--- config.mk ---
export PLATFORM = sky130hd
export DESIGN_NAME = hostreg_if
export DESIGN_NICKNAME = d
export VERILOG_FILES = /design/src/rtl/hostreg_pkg.sv /design/src/rtl/hostreg_sync.sv /design/src/rtl/hostreg_regfile.sv /design/src/rtl/hostreg_i2c.sv /design/src/rtl/hostreg_if.sv
export SDC_FILE = /design/constraint.sdc
export NUM_CORES = 1
export LEC_CHECK = 0
export BUFFER_PORTS_ARGS = -buffer_cell sky130_fd_sc_hd__buf_2
export CELL_PAD_IN_SITES_DETAIL_PLACEMENT = 0
export CELL_PAD_IN_SITES_GLOBAL_PLACEMENT = 1
export CORE_ASPECT_RATIO = 1.5
export CORE_MARGIN = 3
export CORE_UTILIZATION = 25
export DETAILED_ROUTE_END_ITERATION = 7
export HOLD_SLACK_MARGIN = 0.08
export PLACE_DENSITY_LB_ADDON = 0.15
export SLEW_MARGIN = 15
export SYNTH_ARGS = -nofsm -noshare
export SYNTH_HDL_FRONTEND = slang
export SYNTH_SLANG_ARGS = --single-unit
--- constraint.sdc ---
create_clock -name clk -period 2.6 [get_ports clk]
set_input_delay 0.13 -clock clk [delete_from_list [all_inputs] [get_ports clk]]
set_output_delay 0.13 -clock clk [all_outputs]
set_load 0.01 [all_outputs]
--- src/rtl/hostreg_pkg.sv ---
package hostreg_pkg;
  typedef enum logic [2:0] {
    ST_IDLE,
    ST_ADDR,
    ST_AACK,
    ST_WBYTE,
    ST_WACK,
    ST_RBYTE,
    ST_RACK
  } tgt_state_e;
endpackage

--- src/rtl/hostreg_sync.sv ---
module hostreg_sync #(
  parameter int          W      = 2,
  parameter int          STAGES = 2,
  parameter logic [W-1:0] INIT  = '1
) (
  input  logic         clk,
  input  logic         rst,
  input  logic [W-1:0] d,
  output logic [W-1:0] q
);
  logic [W-1:0] stg [STAGES];

  for (genvar s = 0; s < STAGES; s++) begin : g_stage
    if (s == 0) begin : g_first
      always_ff @(posedge clk) begin
        if (rst) stg[s] <= INIT;
        else     stg[s] <= d;
      end
    end else begin : g_next
      always_ff @(posedge clk) begin
        if (rst) stg[s] <= INIT;
        else     stg[s] <= stg[s-1];
      end
    end
  end

  assign q = stg[STAGES-1];
endmodule

--- src/rtl/hostreg_regfile.sv ---
module hostreg_regfile #(
  parameter int            NREG      = 16,
  parameter int            DW        = 8,
  parameter int            AW        = $clog2(NREG),
  parameter int            ADDR_REG  = 15,
  parameter logic [DW-1:0] ADDR_INIT = 8'h2A
) (
  input  logic               clk,
  input  logic               rst,
  input  logic               we,
  input  logic [AW-1:0]      waddr,
  input  logic [DW-1:0]      wdata,
  input  logic [AW-1:0]      raddr,
  output logic [DW-1:0]      rdata,
  output logic [NREG*DW-1:0] flat
);
  logic [DW-1:0] mem [NREG];

  always_ff @(posedge clk) begin
    if (rst) begin
      for (int i = 0; i < NREG; i++)
        mem[i] <= (i == ADDR_REG) ? ADDR_INIT : '0;
    end else if (we) begin
      mem[waddr] <= wdata;
    end
  end

  assign rdata = mem[raddr];

  for (genvar k = 0; k < NREG; k++) begin : g_flat
    assign flat[k*DW +: DW] = mem[k];
  end
endmodule

--- src/rtl/hostreg_i2c.sv ---
module hostreg_i2c
  import hostreg_pkg::*;
#(
  parameter int AW = 4,
  parameter int DW = 8
) (
  input  logic          clk,
  input  logic          rst,
  input  logic          en,
  input  logic          scl_s,
  input  logic          sda_s,
  input  logic [6:0]    dev_addr,
  input  logic [DW-1:0] rdata,
  output logic [AW-1:0] ptr_o,
  output logic          we_o,
  output logic [AW-1:0] waddr_o,
  output logic [DW-1:0] wdata_o,
  output logic          busy_o,
  output logic          sda_oe_o
);
  localparam int CW = $clog2(DW) + 1;

  tgt_state_e    st;
  logic          scl_d, sda_d;
  logic [DW-1:0] sh;
  logic [CW-1:0] cnt;
  logic          rw, ptr_load, nack;

  logic scl_rise, scl_fall, start_c, stop_c;
  assign scl_rise = scl_s & ~scl_d;
  assign scl_fall = ~scl_s & scl_d;
  assign start_c  = scl_s & scl_d & sda_d & ~sda_s;
  assign stop_c   = scl_s & scl_d & ~sda_d & sda_s;

  always_ff @(posedge clk) begin
    if (rst || !en) begin
      st       <= ST_IDLE;
      scl_d    <= 1'b1;
      sda_d    <= 1'b1;
      sh       <= '0;
      cnt      <= '0;
      rw       <= 1'b0;
      ptr_load <= 1'b0;
      nack     <= 1'b0;
      ptr_o    <= '0;
      we_o     <= 1'b0;
      waddr_o  <= '0;
      wdata_o  <= '0;
      busy_o   <= 1'b0;
      sda_oe_o <= 1'b0;
    end else begin
      scl_d <= scl_s;
      sda_d <= sda_s;
      we_o  <= 1'b0;
      if (start_c) begin
        st       <= ST_ADDR;
        cnt      <= '0;
        busy_o   <= 1'b1;
        sda_oe_o <= 1'b0;
      end else if (stop_c) begin
        st       <= ST_IDLE;
        busy_o   <= 1'b0;
        sda_oe_o <= 1'b0;
      end else begin
        case (st)
          ST_ADDR: begin
            if (scl_rise) begin
              sh  <= {sh[DW-2:0], sda_s};
              cnt <= cnt + 1'b1;
            end else if (scl_fall && cnt == CW'(DW)) begin
              if (sh[7:1] == dev_addr) begin
                sda_oe_o <= 1'b1;
                rw       <= sh[0];
                if (!sh[0]) ptr_load <= 1'b1;
                st       <= ST_AACK;
              end else begin
                st <= ST_IDLE;
              end
            end
          end
          ST_AACK: begin
            if (scl_fall) begin
              cnt <= '0;
              if (rw) begin
                sh       <= rdata;
                sda_oe_o <= ~rdata[DW-1];
                st       <= ST_RBYTE;
              end else begin
                sda_oe_o <= 1'b0;
                st       <= ST_WBYTE;
              end
            end
          end
          ST_WBYTE: begin
            if (scl_rise) begin
              sh  <= {sh[DW-2:0], sda_s};
              cnt <= cnt + 1'b1;
            end else if (scl_fall && cnt == CW'(DW)) begin
              sda_oe_o <= 1'b1;
              st       <= ST_WACK;
              if (ptr_load) begin
                ptr_o    <= sh[AW-1:0];
                ptr_load <= 1'b0;
              end else begin
                we_o    <= 1'b1;
                waddr_o <= ptr_o;
                wdata_o <= sh;
                ptr_o   <= ptr_o + 1'b1;
              end
            end
          end
          ST_WACK: begin
            if (scl_fall) begin
              sda_oe_o <= 1'b0;
              cnt      <= '0;
              st       <= ST_WBYTE;
            end
          end
          ST_RBYTE: begin
            if (scl_fall) begin
              if (cnt == CW'(DW - 1)) begin
                sda_oe_o <= 1'b0;
                ptr_o    <= ptr_o + 1'b1;
                st       <= ST_RACK;
              end else begin
                cnt      <= cnt + 1'b1;
                sh       <= {sh[DW-2:0], 1'b0};
                sda_oe_o <= ~sh[DW-2];
              end
            end
          end
          ST_RACK: begin
            if (scl_rise) begin
              nack <= sda_s;
            end else if (scl_fall) begin
              if (nack) begin
                st <= ST_IDLE;
              end else begin
                sh       <= rdata;
                sda_oe_o <= ~rdata[DW-1];
                cnt      <= '0;
                st       <= ST_RBYTE;
              end
            end
          end
          default: ;
        endcase
      end
    end
  end
endmodule

--- src/rtl/hostreg_if.sv ---
module hostreg_if #(
  parameter int         NREG     = 16,
  parameter int         DW       = 8,
  parameter int         ADDR_REG = 15,
  parameter logic [6:0] ADDR_RST = 7'h2A,
  parameter int         SYNC_FF  = 2,
  localparam int        AW       = $clog2(NREG)
) (
  input  logic               clk,
  input  logic               rst,
  input  logic               pp_rd,
  input  logic               pp_wr,
  input  logic [AW-1:0]      pp_addr,
  input  logic [DW-1:0]      pp_wdata,
  output logic [DW-1:0]      pp_rdata,
  input  logic               scl_i,
  input  logic               sda_i,
  output logic               sda_oe,
  output logic               i2c_mode,
  output logic [NREG*DW-1:0] regs_o
);
  logic          scl_s, sda_s;
  logic [6:0]    act_addr;
  logic [AW-1:0] i2c_ptr, i2c_waddr;
  logic          i2c_we, i2c_busy;
  logic [DW-1:0] i2c_wdata, rf_rdata;
  logic          rf_we;
  logic [AW-1:0] rf_waddr, rf_raddr;
  logic [DW-1:0] rf_wdata;

  always_ff @(posedge clk) begin
    if (rst) i2c_mode <= ~pp_rd & ~pp_wr;
  end

  hostreg_sync #(.W(2), .STAGES(SYNC_FF), .INIT(2'b11)) u_sync (
    .clk (clk),
    .rst (rst),
    .d   ({scl_i, sda_i}),
    .q   ({scl_s, sda_s})
  );

  always_ff @(posedge clk) begin
    if (rst)            act_addr <= ADDR_RST;
    else if (!i2c_busy) act_addr <= regs_o[ADDR_REG*DW +: 7];
  end

  hostreg_i2c #(.AW(AW), .DW(DW)) u_tgt (
    .clk      (clk),
    .rst      (rst),
    .en       (i2c_mode),
    .scl_s    (scl_s),
    .sda_s    (sda_s),
    .dev_addr (act_addr),
    .rdata    (rf_rdata),
    .ptr_o    (i2c_ptr),
    .we_o     (i2c_we),
    .waddr_o  (i2c_waddr),
    .wdata_o  (i2c_wdata),
    .busy_o   (i2c_busy),
    .sda_oe_o (sda_oe)
  );

  assign rf_we    = i2c_mode ? i2c_we    : pp_wr;
  assign rf_waddr = i2c_mode ? i2c_waddr : pp_addr;
  assign rf_wdata = i2c_mode ? i2c_wdata : pp_wdata;
  assign rf_raddr = i2c_mode ? i2c_ptr   : pp_addr;

  hostreg_regfile #(
    .NREG(NREG), .DW(DW), .AW(AW), .ADDR_REG(ADDR_REG),
    .ADDR_INIT(DW'(ADDR_RST))
  ) u_rf (
    .clk   (clk),
    .rst   (rst),
    .we    (rf_we),
    .waddr (rf_waddr),
    .wdata (rf_wdata),
    .raddr (rf_raddr),
    .rdata (rf_rdata),
    .flat  (regs_o)
  );

  always_ff @(posedge clk) begin
    if (rst)                   pp_rdata <= '0;
    else if (!i2c_mode && pp_rd) pp_rdata <= rf_rdata;
  end
endmodule

==> results.py, run 1 <==
metrics = {
    "status": {
        "status": "finished clean",
    },
    "worst_setup_path": {
        "critPathLaunchType": "register",
        "critPathMaxStageDelay_ns": 0.60,
        "cp_slowest_cell": "or4b_1",
        "cp_max_fo": 21,
        "worstRegToRegCells": 8,
        "worstSetupPathType": "register to register",
        "required_ns": 2.92,
        "r2r_setup_slack_ns": 0.10,
        "path_cells": "mux2i_4 -> buf_12 -> buf_16 -> mux2i_1 -> o22ai_1 -> or4b_1 -> nand3_1 -> o211ai_1",
        "r2r-start": "i2c_mode$_DFFE_PP_",
        "reg2reg_to": "u_tgt.sh[1]$_SDFFE_PP0P_",
        "endpoint_kind": "register",
        "cp.arrival_ns": 2.82,
    },
    "placement": {
        "gp_congestion": 0.830,
        "dpl_cell_area_sq_mm": 0.0104,
        "dpl.cell_count": 1388,
        "pre_cts_ws_ns": 0.00800,
        "dp_hpwl_microns": 26000,
        "io_buffers": 155,
    },
    "route": {
        "drc": 0,
        "via_per_inst": 4.87,
        "vias": 6985,
        "wl_per_cell_microns": 23.4,
        "ant_nets": 0,
        "totalWireLength_microns": 33600,
        "first_pass_iters": 5,
        "drt_iter0_drc": 376,
    },
    "synthesis": {
        "synth-xor-area-share_pct": 0.707,
        "synthSimpleGateAreaFrac_pct": 18.0,
        "syn_nets": 809,
        "syn_area_per_cell_sq_um": 11.0,
        "netlist_area_sq_mm": 0.00867,
        "synth_top_family_by_area": "simple AND/OR/NAND/NOR gates",
        "ys_seq_area_share_pct": 58.1,
        "ys_async_sr_fraction_pct": 0,
        "yosysUniqueCellTypes": 60,
        "synth_edf_count": 129,
        "yosys_register_bits": 187,
        "synth_warnings": 0,
        "synthMuxAreaShare_pct": 11.5,
        "synth_compound_area_share_pct": 8.37,
        "syn_inst": 788,
        "ys_dominant_reg_cell": "edfxtp_1",
        "synthAdderAreaFrac_pct": 0.433,
    },
    "power_and_ir_drop": {
        "clkPwrFrac_pct": 41.6,
        "p_leak_uw": 0.00452,
        "internal-power_uw": 4990,
        "powerDensity_mw_per_mm2": 613,
        "p_switching_uw": 1840,
        "vdd_drop_max_mv": 0.458,
        "switching_share_pct": 26.9,
        "p_comb_share_pct": 9.6,
        "p_seq_share_pct": 48.7,
    },
    "final_layout": {
        "design_area_sq_mm": 0.0111,
        "drive_gt1_share_pct": 29.5,
        "areaGrowthSynthToFinish_pct": 28.5,
        "layout.nets": 1021,
        "final_cells": 1434,
        "fillCellCount": 3518,
        "fin_util_pct": 32.9,
    },
    "die": {
        "dieArea_sq_mm": 0.0370,
        "dieHeight_microns": 234,
        "coreArea_sq_mm": 0.0339,
        "start_util_pct": 25.6,
        "pin_count": 156,
        "fp-row-count": 82,
        "die_w_microns": 158,
    },
    "hold_path": {
        "hold_class": "primary input to register",
        "hold_path.startpoint": "rst",
        "hold-path-endpoint": "u_sync.stg[0][0]$_SDFF_PP1_",
        "worst_hold_path.num_cells": 2,
    },
    "grt": {
        "grt.met1_usage_pct": 20.1,
        "gr-usage-met3_pct": 3.14,
        "grtUsageMet2_pct": 34.4,
        "grt_pass1_vias": 7083,
        "grt_pass1_wl_microns": 48100,
        "grt_usage_pct": 18.2,
        "overflow": 0,
        "grt_most_used_layer": "met2",
        "grt_max_degree": 31,
        "antenna_found_initial": 1,
    },
    "sta": {
        "rsz0062_at_grt": "yes",
        "finalSetupViolations": 0,
        "final_max_slew_viol_count": 0,
        "fin_crit_ns": 2.50,
        "skew_ns": 0.0187,
        "setup_slack_ns": 0.103,
        "max_slew_margin_pct": 50.6,
        "min_period_over_period_pct": 96.0,
        "fin_hold_ws_ns": 0.120,
        "tightest_slew_ns": 0.740,
        "max_freq_mhz": 401,
        "hold_violations": 0,
    },
    "cts": {
        "htreeDepth": 4,
        "cts_inserted_buffers": 17,
        "clockBufferDepth": 2,
        "cts_tree": "done",
        "clock_latency_ns": 0.46,
        "cts_sinks": 187,
        "cts_root_buffer": "clkbuf_16",
        "clk_pin_slew_ns": 0.08,
    },
    "run": {
        "maxCapViolCount": 0,
    },
}
## cell usage after synthesis (3+ instances only)
cell type | n | area share [%]
mux2i_1 | 81 | 9.3
and3b_1 | 3 | 0.30
nand2_1 | 38 | 1.6
buf_4 | 4 | 0.35
nand2b_1 | 25 | 1.8
o211ai_1 | 9 | 0.78
o21ai_1 | 7 | 0.40
or4b_1 | 6 | 0.69
nand3_1 | 14 | 0.81
o22ai_1 | 27 | 1.9
clkbuf_1 | 27 | 1.2
xor2_1 | 3 | 0.30
buf_6 | 5 | 0.65
a211o_1 | 3 | 0.30
or3_1 | 4 | 0.29
ha_1 | 3 | 0.43
and2_1 | 4 | 0.29
nor2_1 | 176 | 7.6
a21oi_1 | 19 | 1.1
nor2b_1 | 13 | 0.94
nor3_1 | 13 | 0.75
buf_1 | 5 | 0.22
nand4_1 | 8 | 0.58
mux4_2 | 5 | 1.3
or2_2 | 10 | 0.72
o21ai_0 | 25 | 1.4
nor3b_1 | 7 | 0.61
dfxtp_1 | 58 | 13
nand3b_1 | 3 | 0.26
edfxtp_1 | 129 | 45
xnor2_1 | 4 | 0.40
inv_1 | 10 | 0.43
## what timing repair did
item                                   CTS  global route
endpoints found under the hold margin    3             0
setup buffers                            0             9
hold buffers                             4             0
setup endpoints to repair                0             9
gates resized for setup                  0             5
## metrics by stage
stage	total power, uW	TNS [ns]
after floorplan	3700	0
after global placement	4040	0
after detailed placement	4040	0
after CTS	6890	0
after global routing	7070	-0.0582
final	6830	0
## cells by family after synthesis
family | count (synthesis)
xor+xnor | 7
simple gates | 332
flops | 187
fa+ha+maj | 3
buf+inv | 53
compound gates | 115
mux | 91
## worst max path at each step
stage,start,end,slack [ns],cells after the start
finish,i2c_mode$_DFFE_PP_,u_tgt.sh[1]$_SDFFE_PP0P_,0.10,8
global route,i2c_mode$_DFFE_PP_,u_tgt.sh[0]$_SDFFE_PP0P_,-0.04,8
CTS,i2c_mode$_DFFE_PP_,u_tgt.sh[1]$_SDFFE_PP0P_,0.01,8
detailed placement,i2c_mode$_DFFE_PP_,u_tgt.sh[1]$_SDFFE_PP0P_,0.008,8
global placement,i2c_mode$_DFFE_PP_,u_tgt.sh[1]$_SDFFE_PP0P_,0.03,8
floorplan,i2c_mode$_DFFE_PP_,u_tgt.sh[0]$_SDFFE_PP0P_,0.16,9
## per-layer routing
| metal | share of wire [%] | vias to the layer above |
|---|---|---|
| met5 | 0 | - |
| met4 | 2.9 | 0 |
| met3 | 3.4 | 42 |
| met2 | 56 | 177 |
| met1 | 38 | 3489 |
| li1 | - | 3277 |
## worst max-delay path, delay by kind of cell, from the launching register on
family	cells	cell delay, ns
AND/OR/NAND/NOR	2	0.70
buffers and inverters	2	0.38
AO/OA/AOI/OAI	2	0.24
flip-flops	1	0.42
multiplexers	2	0.61
## registers in the layout (all words and copies together), names as in the netlist, 3 cells and up
signal / count
u_rf.mem: 128
pp_rdata: 8
u_tgt.waddr_o: 4
act_addr: 7
u_tgt.wdata_o: 8
u_tgt.sh: 8
u_sync.stg: 4
u_tgt.ptr_o: 4
u_tgt.st: 3
u_tgt.cnt: 4
## placed cells by master (no fill, tap or decap), types with 7 or more instances in the layout
master	n
nor3b_1	7
o21ai_1	7
a21oi_1	19
buf_2	155
edfxtp_1	129
or2_2	10
clkbuf_16	17
o22ai_1	27
nor2b_1	13
mux2i_2	12
nand2b_1	25
nand3_1	14
inv_1	10
o211ai_1	9
nand4_1	8
nand2_1	38
buf_4	72
dfxtp_1	58
mux2i_1	70
o21ai_0	25
nor3_1	13
nor2_1	176
## final cells by class
class	count	area (sq um)	area share (%)
Inverter	10	37.5	0.337
Tap cell	420	526	4.71
Multi-Input combinational cell	548	3440	30.9
Antenna cell	1	2.50	0.0224
Timing Repair Buffer	236	1460	13.1
Clock buffer	17	425	3.82
Clock inverter	15	218	1.95
Sequential cell	187	5030	45.2
## power groups by stage
| stage | logic, uW | clock network (uW) | registers [uW] |
|---|---|---|---|
| 2_1_floorplan | 309 | 0 | 3390 |
| 3_3_place_gp | 641 | 0 | 3400 |
| 3_5_place_dp | 643 | 0 | 3400 |
| 4_1_cts | 649 | 2910 | 3330 |
| 5_1_grt | 707 | 3030 | 3340 |
| 6_report | 656 | 2840 | 3330 |
Power figures use the tool's default switching activity.
==> inputs of run 2 (changes only) <==
Settings changed: BUFFER_PORTS_ARGS -buffer_cell sky130_fd_sc_hd__buf_2 to -buffer_cell sky130_fd_sc_hd__buf_4.
Clock period 2.6 ns to 2.1 ns, I/O delays scaled along.
==> run 2 against run 1 <==
Net effect:
- the run now ends with negative setup slack left
- clock power up 13%
- highest routed layer unchanged
- global-route usage up 0.80 points
- utilization up 4.4 points
- non-clock buffer count up 60
- critical endpoint is now pp_rdata[3]$_SDFFE_PP0P_
- critical path type unchanged
==> results.py, run 2 (same netlist as run 1, synthesis figures left out) <==
metrics = {
    "status": {
        "status": "complete, but fails checks",
        "violations": "negative setup slack",
    },
    "placement": {
        "dp_hpwl_microns": 26400,
        "io_buffers": 155,
        "gp_congestion": 0.873,
        "dpl_cell_area_sq_mm": 0.0113,
    },
    "sta": {
        "setup_tns_ns": -5.11,
        "fin_crit_ns": 2.41,
        "skew_ns": 0.0161,
        "setup_slack_ns": -0.311,
        "rsz0062_at_grt": "yes",
        "min_period_over_period_pct": 115,
        "fin_hold_ws_ns": 0.241,
        "finalSetupViolations": 47,
        "max_slew_margin_pct": 63.6,
        "final_max_slew_viol_count": 0,
        "tightest_slew_ns": 0.540,
        "max_freq_mhz": 415,
        "hold_violations": 0,
    },
    "grt": {
        "overflow": 0,
        "antenna_found_initial": 0,
        "grt_max_degree": 31,
        "grt_pass1_vias": 7504,
        "grt_pass1_wl_microns": 50300,
        "grt_usage_pct": 19.0,
    },
    "power_and_ir_drop": {
        "clkPwrFrac_pct": 38.3,
        "p_comb_share_pct": 12.7,
        "vdd_drop_max_mv": 0.437,
        "p_seq_share_pct": 49.0,
        "power.total_uw": 8420,
        "p_leak_uw": 0.00505,
        "p_switching_uw": 2220,
        "internal-power_uw": 6200,
        "powerDensity_mw_per_mm2": 667,
        "switching_share_pct": 26.4,
    },
    "final_layout": {
        "fillCellCount": 3438,
        "layout_common_cells": "buf_4, nor2_1, edfxtp_1",
        "regArea_sq_mm": 0.00504,
        "design_area_sq_mm": 0.0126,
        "layout.nets": 1081,
        "num_antenna_cells": 0,
        "areaGrowthSynthToFinish_pct": 45.6,
        "largest_register_ffs": 128,
        "layout_commonest_cell": "buf_4",
        "drive_gt1_share_pct": 42.8,
        "fin_util_pct": 37.3,
        "multiInputGateArea_sq_mm": 0.00399,
        "largest-register": "u_rf.mem",
    },
    "cts": {
        "cts_inserted_buffers": 17,
        "cts_root_buffer": "clkbuf_16",
        "cts_tree": "done",
        "cts_sinks": 187,
        "htreeDepth": 4,
        "clock_latency_ns": 0.45,
        "clk_pin_slew_ns": 0.07,
        "clockBufferDepth": 2,
    },
    "worst_setup_path": {
        "required_ns": 2.41,
        "critPathLaunchType": "register",
        "endpoint_kind": "register",
        "r2r_setup_slack_ns": -0.31,
        "cp_max_fo": 14,
        "cp.arrival_ns": 2.72,
        "worstSetupPathType": "register to register",
    },
    "die": {
        "pin_count": 156,
        "dieArea_sq_mm": 0.0370,
        "die_w_microns": 158,
        "dieHeight_microns": 234,
        "fp-row-count": 82,
        "start_util_pct": 25.6,
        "coreArea_sq_mm": 0.0339,
    },
    "route": {
        "drc": 0,
        "ant_nets": 0,
        "vias": 7244,
        "wl_per_cell_microns": 23.3,
        "first_pass_iters": 5,
        "via_per_inst": 4.85,
        "drt_iter0_drc": 411,
        "totalWireLength_microns": 34800,
    },
    "run": {
        "maxCapViolCount": 0,
    },
    "hold_path": {
        "hold_class": "primary input to register",
    },
}
[run 2: changes by cell type in the layout (fill, tap and decap cells not counted), sizes merged]
| cell | before | now |
|---|---|---|
| clkinv | 6 | 3 |
| clkinvlp | 0 | 1 |
| diode | 1 | 0 |
| clkbuf | 17 | 19 |
| buf | 232 | 292 |
| inv | 17 | 18 |
| bufinv | 2 | 1 |
[run 2: final cells by class]
| cell class | instances | area share [%] |
|---|---|---|
| clock buffers | 19 | 3.43 |
| clock inverters | 13 | 1.03 |
| inverters | 10 | 0.297 |
| multi-input cells | 548 | 31.6 |
| flip-flops and latches | 187 | 39.9 |
| well taps | 420 | 4.16 |
| repair buffers | 296 | 19.6 |
[run 2: metal layers]
| layer | wire [microns] | vias to the layer above | global-route usage [%] |
|---|---|---|---|
| met2 | 19600 | 184 | 36.4 |
| met4 | 1180 | 0 | 7.72 |
| met5 | 0 | - | 0 |
| li1 | - | 3393 | - |
| met3 | 1260 | 39 | 3.23 |
| met1 | 12700 | 3628 | 20.2 |
[run 2: worst max-delay path, stage by stage, from the launching register on]
cell and delay (ns):
edfxtp_1 0.41, mux2i_4 0.27, buf_12 0.16, buf_12 0.16
buf_8 0.12, mux2i_2 0.23, o22ai_2 0.16, or4b_4 0.58
nor2_1 0.11, nor3_1 0.06
[run 2: repair_timing]
item                                   in CTS  in global routing
hold buffers                                4                  0
pin swaps                                   2                  7
endpoints found under the hold margin       3                  0
gates resized for setup                    61                 82
setup endpoints to repair                 116                287
buffers inserted                            9                  5
[run 2: final timing paths]
path / start / endpoint / depth (start not counted)
hold / removal: pp_wdata[6] / u_rf.mem[14][6]$_SDFFCE_PN0P_ / 4
hold reg to reg: u_sync.stg[0][0]$_SDFF_PP1_ / u_sync.stg[1][0]$_SDFF_PP1_ / 1
setup reg to reg: i2c_mode$_DFFE_PP_ / pp_rdata[3]$_SDFFE_PP0P_ / 9
setup / recovery: i2c_mode$_DFFE_PP_ / pp_rdata[3]$_SDFFE_PP0P_ / 9
[run 2: power by group through the flow]
stage / combinational, uW / clock (uW) / sequential [uW]
after floorplan: 405 / 0 / 4200
after global placement: 937 / 0 / 4210
after detailed placement: 938 / 0 / 4200
after CTS: 1020 / 3310 / 4120
after global routing: 1130 / 3450 / 4130
final: 1070 / 3220 / 4130
[run 2: through the flow]
step	worst slack, ns	std cells
floorplan	-0.219	788
global placement	-0.429	1443
detailed placement	-0.451	1443
CTS	-0.298	1488
global route	-0.424	1493
finish	-0.311	1493
